[src/rtl/inline_ecc_pkg.sv]
package inline_ecc_pkg;
  localparam int DATA_W    = 16;
  localparam int HAM_W     = 5;
  localparam int CHK_W     = 8;
  localparam int GRP_WORDS = 4;
  localparam int IDX_W     = $clog2(GRP_WORDS);
  localparam int BPW       = DATA_W / CHK_W;      // check bytes per storage word
  localparam int ECC_WORDS = GRP_WORDS / BPW;     // storage words per group
  localparam int HALF_W    = (ECC_WORDS > 1) ? $clog2(ECC_WORDS) : 1;
  localparam int MAX_POS   = DATA_W + HAM_W;

  // Hamming position of data bit idx (non-power-of-two slots, 1-based)
  function automatic int code_pos(input int idx);
    int pos;
    int n;
    pos = 0;
    n = -1;
    for (int p = 1; p <= MAX_POS; p++) begin
      if ((p & (p - 1)) != 0) begin
        n++;
        if (n == idx) pos = p;
      end
    end
    return pos;
  endfunction

  typedef enum logic [3:0] {
    ST_IDLE, ST_GO, ST_FCHK, ST_FRD, ST_FWAIT, ST_FWR,
    ST_CRD, ST_CWAIT, ST_DWR, ST_DRD, ST_DWAIT
  } iecc_state_e;
endpackage

[src/rtl/iecc_secded_enc.sv]
module iecc_secded_enc
  import inline_ecc_pkg::*;
(
  input  logic [DATA_W-1:0] data_i,
  output logic [CHK_W-1:0]  chk_o
);
  logic [HAM_W-1:0] ham;

  always_comb begin
    ham = '0;
    for (int i = 0; i < DATA_W; i++)
      for (int j = 0; j < HAM_W; j++)
        if (((code_pos(i) >> j) & 1) != 0) ham[j] = ham[j] ^ data_i[i];
    chk_o = '0;
    chk_o[HAM_W-1:0] = ham;
    chk_o[HAM_W]     = ^{data_i, ham};
  end
endmodule

[src/rtl/iecc_secded_dec.sv]
module iecc_secded_dec
  import inline_ecc_pkg::*;
(
  input  logic [DATA_W-1:0] data_i,
  input  logic [CHK_W-1:0]  chk_i,
  output logic [DATA_W-1:0] data_o,
  output logic              sbe_o,
  output logic              dbe_o
);
  logic [CHK_W-1:0] chk_calc;
  logic [HAM_W-1:0] syn;
  logic             perr;
  logic             unused_pad;

  iecc_secded_enc u_enc (.data_i(data_i), .chk_o(chk_calc));

  assign syn  = chk_i[HAM_W-1:0] ^ chk_calc[HAM_W-1:0];
  assign perr = chk_i[HAM_W] ^ chk_calc[HAM_W] ^ (^syn);
  assign unused_pad = ^{chk_i[CHK_W-1:HAM_W+1], chk_calc[CHK_W-1:HAM_W+1]};

  always_comb begin
    data_o = data_i;
    sbe_o  = 1'b0;
    dbe_o  = 1'b0;
    if (perr) begin
      if (int'(syn) > MAX_POS) dbe_o = 1'b1;
      else begin
        sbe_o = 1'b1;
        for (int i = 0; i < DATA_W; i++)
          if (code_pos(i) == int'(syn)) data_o[i] = ~data_i[i];
      end
    end else if (syn != '0) begin
      dbe_o = 1'b1;
    end
  end
endmodule

[src/rtl/inline_ecc_cmd_gen.sv]
module inline_ecc_cmd_gen
  import inline_ecc_pkg::*;
#(
  parameter int ADDR_W   = 16,
  parameter int ECC_BASE = 'hC000
) (
  input  logic              clk_i,
  input  logic              rst_ni,
  input  logic              req_valid_i,
  output logic              req_ready_o,
  input  logic              req_we_i,
  input  logic [ADDR_W-1:0] req_addr_i,
  input  logic [DATA_W-1:0] req_wdata_i,
  input  logic              flush_i,
  output logic              mem_valid_o,
  input  logic              mem_ready_i,
  output logic              mem_we_o,
  output logic [ADDR_W-1:0] mem_addr_o,
  output logic [DATA_W-1:0] mem_wdata_o,
  input  logic              mem_rvalid_i,
  input  logic [DATA_W-1:0] mem_rdata_i,
  output logic              rsp_valid_o,
  output logic [DATA_W-1:0] rsp_data_o,
  output logic              rsp_sbe_o,
  output logic              rsp_dbe_o,
  output logic              err_pulse_o,
  output logic [ADDR_W-1:0] err_addr_o
);
  localparam int GRP_W = ADDR_W - IDX_W;
  localparam logic [ADDR_W-1:0] BASE_A = ADDR_W'(ECC_BASE);
  localparam logic [HALF_W-1:0] LAST_HALF = HALF_W'(ECC_WORDS - 1);

  iecc_state_e state_q;
  logic              p_we_q;
  logic [ADDR_W-1:0] p_addr_q;
  logic [DATA_W-1:0] p_wdata_q;
  logic              after_flush_q;
  logic [HALF_W-1:0] half_q;

  logic                             buf_open_q;
  logic [GRP_W-1:0]                 buf_tag_q;
  logic [GRP_WORDS-1:0]             buf_mask_q;
  logic [GRP_WORDS-1:0][CHK_W-1:0]  buf_chk_q;
  logic                             cache_vld_q;
  logic [GRP_W-1:0]                 cache_tag_q;
  logic [GRP_WORDS-1:0][CHK_W-1:0]  cache_chk_q;

  logic              rsp_valid_q, rsp_sbe_q, rsp_dbe_q, err_pulse_q;
  logic [DATA_W-1:0] rsp_data_q;
  logic [ADDR_W-1:0] err_addr_q;

  logic [GRP_W-1:0]  p_grp, in_grp;
  logic [IDX_W-1:0]  p_idx;
  logic              need_flush, last_half, cache_hit;
  logic [BPW-1:0]    half_mask;
  logic [DATA_W-1:0] buf_word;
  logic [CHK_W-1:0]  wr_chk;
  logic [DATA_W-1:0] dec_data;
  logic              dec_sbe, dec_dbe;

  assign p_grp      = p_addr_q[ADDR_W-1:IDX_W];
  assign p_idx      = p_addr_q[IDX_W-1:0];
  assign in_grp     = req_addr_i[ADDR_W-1:IDX_W];
  assign last_half  = (half_q == LAST_HALF);
  assign half_mask  = buf_mask_q[int'(half_q)*BPW +: BPW];
  assign cache_hit  = cache_vld_q && (cache_tag_q == p_grp);
  assign need_flush = buf_open_q &&
                      (req_we_i ? (buf_tag_q != in_grp) : (buf_tag_q == in_grp));

  always_comb begin
    for (int b = 0; b < BPW; b++)
      buf_word[b*CHK_W +: CHK_W] = buf_chk_q[int'(half_q)*BPW + b];
  end

  iecc_secded_enc u_enc (.data_i(p_wdata_q), .chk_o(wr_chk));
  iecc_secded_dec u_dec (
    .data_i(mem_rdata_i), .chk_i(cache_chk_q[p_idx]),
    .data_o(dec_data), .sbe_o(dec_sbe), .dbe_o(dec_dbe)
  );

  // memory command decode
  always_comb begin
    mem_valid_o = 1'b0;
    mem_we_o    = 1'b0;
    mem_addr_o  = '0;
    mem_wdata_o = '0;
    unique case (state_q)
      ST_FRD: begin
        mem_valid_o = 1'b1;
        mem_addr_o  = BASE_A + ADDR_W'({buf_tag_q, half_q});
      end
      ST_FWR: begin
        mem_valid_o = 1'b1;
        mem_we_o    = 1'b1;
        mem_addr_o  = BASE_A + ADDR_W'({buf_tag_q, half_q});
        mem_wdata_o = buf_word;
      end
      ST_CRD: begin
        mem_valid_o = 1'b1;
        mem_addr_o  = BASE_A + ADDR_W'({p_grp, half_q});
      end
      ST_DWR: begin
        mem_valid_o = 1'b1;
        mem_we_o    = 1'b1;
        mem_addr_o  = p_addr_q;
        mem_wdata_o = p_wdata_q;
      end
      ST_DRD: begin
        mem_valid_o = 1'b1;
        mem_addr_o  = p_addr_q;
      end
      default: ;
    endcase
  end

  assign req_ready_o = (state_q == ST_IDLE) && !flush_i;

  always_ff @(posedge clk_i or negedge rst_ni) begin
    if (!rst_ni) begin
      state_q       <= ST_IDLE;
      p_we_q        <= 1'b0;
      p_addr_q      <= '0;
      p_wdata_q     <= '0;
      after_flush_q <= 1'b0;
      half_q        <= '0;
      buf_open_q    <= 1'b0;
      buf_tag_q     <= '0;
      buf_mask_q    <= '0;
      buf_chk_q     <= '0;
      cache_vld_q   <= 1'b0;
      cache_tag_q   <= '0;
      cache_chk_q   <= '0;
      rsp_valid_q   <= 1'b0;
      rsp_data_q    <= '0;
      rsp_sbe_q     <= 1'b0;
      rsp_dbe_q     <= 1'b0;
      err_pulse_q   <= 1'b0;
      err_addr_q    <= '0;
    end else begin
      rsp_valid_q <= 1'b0;
      err_pulse_q <= 1'b0;
      unique case (state_q)
        ST_IDLE: begin
          if (flush_i) begin
            if (buf_open_q) begin
              after_flush_q <= 1'b0;
              half_q        <= '0;
              state_q       <= ST_FCHK;
            end
          end else if (req_valid_i) begin
            p_we_q    <= req_we_i;
            p_addr_q  <= req_addr_i;
            p_wdata_q <= req_wdata_i;
            if (need_flush) begin
              after_flush_q <= 1'b1;
              half_q        <= '0;
              state_q       <= ST_FCHK;
            end else begin
              state_q <= ST_GO;
            end
          end
        end
        ST_GO: begin
          if (p_we_q) state_q <= ST_DWR;
          else if (cache_hit) state_q <= ST_DRD;
          else begin
            half_q      <= '0;
            cache_vld_q <= 1'b0;
            state_q     <= ST_CRD;
          end
        end
        ST_FCHK: begin
          if (half_mask == '0) begin
            if (last_half) begin
              buf_open_q <= 1'b0;
              buf_mask_q <= '0;
              state_q    <= after_flush_q ? ST_GO : ST_IDLE;
            end else begin
              half_q <= half_q + HALF_W'(1);
            end
          end else if (&half_mask) state_q <= ST_FWR;
          else state_q <= ST_FRD;
        end
        ST_FRD: if (mem_ready_i) state_q <= ST_FWAIT;
        ST_FWAIT: begin
          if (mem_rvalid_i) begin
            // keep fresh bytes, take the stored ones for the rest
            for (int b = 0; b < BPW; b++)
              if (!buf_mask_q[int'(half_q)*BPW + b])
                buf_chk_q[int'(half_q)*BPW + b] <= mem_rdata_i[b*CHK_W +: CHK_W];
            state_q <= ST_FWR;
          end
        end
        ST_FWR: begin
          if (mem_ready_i) begin
            if (last_half) begin
              buf_open_q <= 1'b0;
              buf_mask_q <= '0;
              state_q    <= after_flush_q ? ST_GO : ST_IDLE;
            end else begin
              half_q  <= half_q + HALF_W'(1);
              state_q <= ST_FCHK;
            end
          end
        end
        ST_CRD: if (mem_ready_i) state_q <= ST_CWAIT;
        ST_CWAIT: begin
          if (mem_rvalid_i) begin
            for (int b = 0; b < BPW; b++)
              cache_chk_q[int'(half_q)*BPW + b] <= mem_rdata_i[b*CHK_W +: CHK_W];
            if (last_half) begin
              cache_vld_q <= 1'b1;
              cache_tag_q <= p_grp;
              state_q     <= ST_DRD;
            end else begin
              half_q  <= half_q + HALF_W'(1);
              state_q <= ST_CRD;
            end
          end
        end
        ST_DWR: begin
          if (mem_ready_i) begin
            buf_chk_q[p_idx]  <= wr_chk;
            buf_mask_q[p_idx] <= 1'b1;
            buf_tag_q         <= p_grp;
            buf_open_q        <= 1'b1;
            if (cache_hit) cache_chk_q[p_idx] <= wr_chk;
            if (&(buf_mask_q | (GRP_WORDS'(1) << p_idx))) begin
              after_flush_q <= 1'b0;
              half_q        <= '0;
              state_q       <= ST_FCHK;
            end else begin
              state_q <= ST_IDLE;
            end
          end
        end
        ST_DRD: if (mem_ready_i) state_q <= ST_DWAIT;
        ST_DWAIT: begin
          if (mem_rvalid_i) begin
            rsp_valid_q <= 1'b1;
            rsp_data_q  <= dec_data;
            rsp_sbe_q   <= dec_sbe;
            rsp_dbe_q   <= dec_dbe;
            err_pulse_q <= dec_sbe;
            err_addr_q  <= p_addr_q;
            state_q     <= ST_IDLE;
          end
        end
        default: state_q <= ST_IDLE;
      endcase
    end
  end

  assign rsp_valid_o = rsp_valid_q;
  assign rsp_data_o  = rsp_data_q;
  assign rsp_sbe_o   = rsp_sbe_q;
  assign rsp_dbe_o   = rsp_dbe_q;
  assign err_pulse_o = err_pulse_q;
  assign err_addr_o  = err_addr_q;
endmodule

[config.mk]
export PLATFORM = sky130hd
export DESIGN_NAME = inline_ecc_cmd_gen
export DESIGN_NICKNAME = d
export VERILOG_FILES = /design/src/rtl/inline_ecc_pkg.sv /design/src/rtl/iecc_secded_enc.sv /design/src/rtl/iecc_secded_dec.sv /design/src/rtl/inline_ecc_cmd_gen.sv
export SDC_FILE = /design/constraint.sdc
export NUM_CORES = 1
export LEC_CHECK = 0
export ABC_CLOCK_PERIOD_IN_PS = 8200
export CORE_MARGIN = 1.5
export CORE_UTILIZATION = 61
export CTS_CLUSTER_SIZE = 30
export DETAILED_ROUTE_END_ITERATION = 10
export GPL_TIMING_DRIVEN = 0
export PLACE_DENSITY = 0.87
export SKIP_LAST_GASP = 1
export SYNTH_ARGS = -nofsm -noshare
export SYNTH_HDL_FRONTEND = slang
export SYNTH_HIERARCHICAL = 1
export SYNTH_SLANG_ARGS = --single-unit
[constraint.sdc]
create_clock -name clk_i -period 8.2 [get_ports clk_i]
set_clock_uncertainty 0.05 [all_clocks]
set_input_delay 1.64 -clock clk_i [delete_from_list [all_inputs] [get_ports clk_i]]
set_output_delay 1.64 -clock clk_i [all_outputs]
set_load 0.02 [all_outputs]
==> flow_metrics.py <==
metrics = {
    "clock_network": {
        "cts_tree": "built",
        "clkTransAtPathRegs_ns": 0.07,
        "post_cts_resized": 0,
        "numCtsBuffers": 17,
        "post_cts_buffers": 0,
        "cts_max_level": 4,
        "clockRootBuffer": "clkbuf_16",
        "clock_latency_ns": 0.44,
        "cts_sinks": 165,
        "cts.hold.buffers_added": 0,
        "clock_path_buffers": 2,
    },
    "sta": {
        "fin_crit_ns": 4.955,
        "whs_ns": 0.4305,
        "relSlewSlack_pct": 25.22,
        "final_hold_viol_count": 0,
        "finalCritPeriodShare_pct": 60.42,
        "drv_slew": 0,
        "max_freq_mhz": 201.8,
        "rsz0062_at_grt": "false",
        "finalSetupViolCount": 0,
        "worstMarginPinSlew_ns": 1.113,
    },
    "finish": {
        "multi_input_area_sq_mm": 0.004969,
        "antennaDiodeCount": 0,
        "ff_latch_area_sq_mm": 0.004129,
        "nFillCells": 1008,
        "drive_gt1_share_pct": 17.48,
        "areaGrowthSynthToFinish_pct": 22.31,
        "nets": 1092,
        "fin_util_pct": 76.26,
    },
    "synthesis": {
        "syn-instance-count": 889,
        "syn-mean-instance-area_sq_um": 10.62,
        "synth_warnings": 6,
        "synth_area_sq_mm": 0.009443,
    },
    "floorplanning": {
        "fp.dieArea_sq_mm": 0.01624,
        "rows": 45,
        "initial_core_util_pct": 62.35,
        "fp.dieW_microns": 127.4,
        "die_h_microns": 127.4,
        "ios": 126,
        "fp.coreArea_sq_mm": 0.01515,
    },
    "critical_path": {
        "cp_slowest_cell": "clkdlybuf4s50_1",
        "path_class": "input port to primary output",
        "crit_required_ns": 6.51,
        "start_kind": "input port",
        "critical_path_arrival_ns": 3.26,
        "path_buf_inv": 2,
        "r2r_end": "rsp_dbe_o",
        "crit_path_end_kind": "primary output",
        "path_cells": "clkdlybuf4s50_1 > nor2_1 > clkdlybuf4s50_1",
        "critical-path-max-stage-delay_ns": 0.69,
        "critPathMostFrequentCell": "clkdlybuf4s50_1",
        "reg2reg_from": "p_addr_q[0]",
        "reg2reg_depth": 10,
        "rrSetupSlack_ns": 4.88,
        "crit_family": "buffers and inverters",
        "crit_path_max_fanout": 5,
    },
    "global_routing": {
        "grt_start_max_net_pins": 111,
        "antenna_found_initial": 0,
        "grt_pass1_vias": 7625,
        "grt_use_total_pct": 33.15,
        "grt_pass1_wl_mm": 41.11,
        "grt_remaining_overflow": 0,
    },
    "hold_path": {
        "hold-path-cell-count": 2,
        "hold_path_startpoint": "rsp_data_o[14]",
        "min_path_type": "register to register",
        "min_to": "rsp_data_o[14]",
    },
    "status": {
        "status": "completed",
    },
    "pwr": {
        "peakVddDrop_v": 0.0004868,
        "p_leak_nw": 5.028,
        "power_density_mw_per_mm2": 448.8,
    },
    "place": {
        "io_buffers": 125,
        "dp_hpwl_mm": 18.37,
        "place_congestion": 0.9118,
    },
    "route": {
        "first_pass_iters": 6,
        "via_per_inst": 6.364,
        "vias": 7860,
        "routedWlPerCell_microns": 21.23,
        "routed_wl_mm": 26.22,
        "drc": 0,
        "drtIter0Drc": 767,
        "ant_nets": 0,
    },
    "job": {
        "drv_cap": 0,
    },
}
state kept, by name, indices dropped and copies added, names as in the netlist, 4 cells and up:
register and count:
p_wdata_q 16, buf_chk_q 32, err_addr_o 16, state_q 4, p_addr_q 16, rsp_data_o 16
buf_mask_q 4, cache_chk_q 24, cache_tag_q 14, buf_tag_q 14
worst reg2reg max path, stage by stage (launching register included):
cell,delay (ns)
dfrtp_1,0.33
buf_2,0.24
buf_1,0.56
mux4_2,0.65
xor2_1,0.55
nor3_1,0.26
a22oi_1,0.25
o32ai_1,0.13
nor2_1,0.12
nand2_1,0.06
nand2_1,0.06
cells in the final DEF (no fill, tap or decap), types with 9 or more instances in the layout:
cell,n
a21oi_1,12
nor3_1,9
clkbuf_16,17
o2bb2ai_1,19
xnor2_1,81
mux2_2,82
mux2i_1,21
nand3_1,11
xor2_1,28
clkbuf_1,11
o21ai_1,10
clkdlybuf4s50_1,124
nor2_1,37
a222oi_1,13
nand2_1,127
buf_2,24
inv_1,20
dfrtp_1,165
a22o_1,23
o21ai_0,40
a22oi_1,43
power by group:
group | switching, W | internal (W)
clock | 0.000373 | 0.000433
sequential | 0.000300 | 0.00112
combinational | 0.00175 | 0.00121
total | 0.00242 | 0.00276
area by class of cell:
class                           count  share of cell area (%)
Multi-Input combinational cell    654                   43.02
Sequential cell                   165                   35.75
Timing Repair Buffer              126                   11.11
Clock buffer                       17                   3.683
Buffer                             50                   2.340
Tap cell                          188                   2.037
Clock inverter                     14                   1.376
Inverter                           21                  0.6825
worst max-delay path by stage:
stage	start	slack, ns	end	cells past startpoint
finish	flush_i	3.25	req_ready_o	3
global route	state_q[2]	3.16	mem_wdata_o[10]	7
global placement	rst_ni	-1.26	rsp_data_o[12]	1
detailed placement	mem_rdata_i[15]	3.25	rsp_sbe_o	12
CTS	flush_i	3.25	req_ready_o	3
floorplan	mem_rdata_i[14]	4.27	rsp_sbe_o	11
through the flow:
stage | worst slack [ns] | std cells | power (W) | setup TNS (ns) | cell area [sq um]
2_1_floorplan | 4.266 | 890 | 0.003369 | 0 | 9447
3_3_place_gp | -1.256 | 1203 | 0.004176 | -204.59 | 10930
3_5_place_dp | 3.250 | 1204 | 0.004255 | 0 | 10970
4_1_cts | 3.250 | 1235 | 0.005099 | 0 | 11550
5_1_grt | 3.160 | 1235 | 0.005408 | 0 | 11550
6_report | 3.245 | 1235 | 0.005184 | 0 | 11550
layer usage:
metal	global-route usage, %	up-vias	wire length, microns
li1	-	3474	-
met1	45.31	3869	10770
met2	50.97	442	12270
met3	7.496	75	2289
met4	14.71	0	887
met5	0	-	0
No activity file was read; power rests on OpenSTA's default activity.
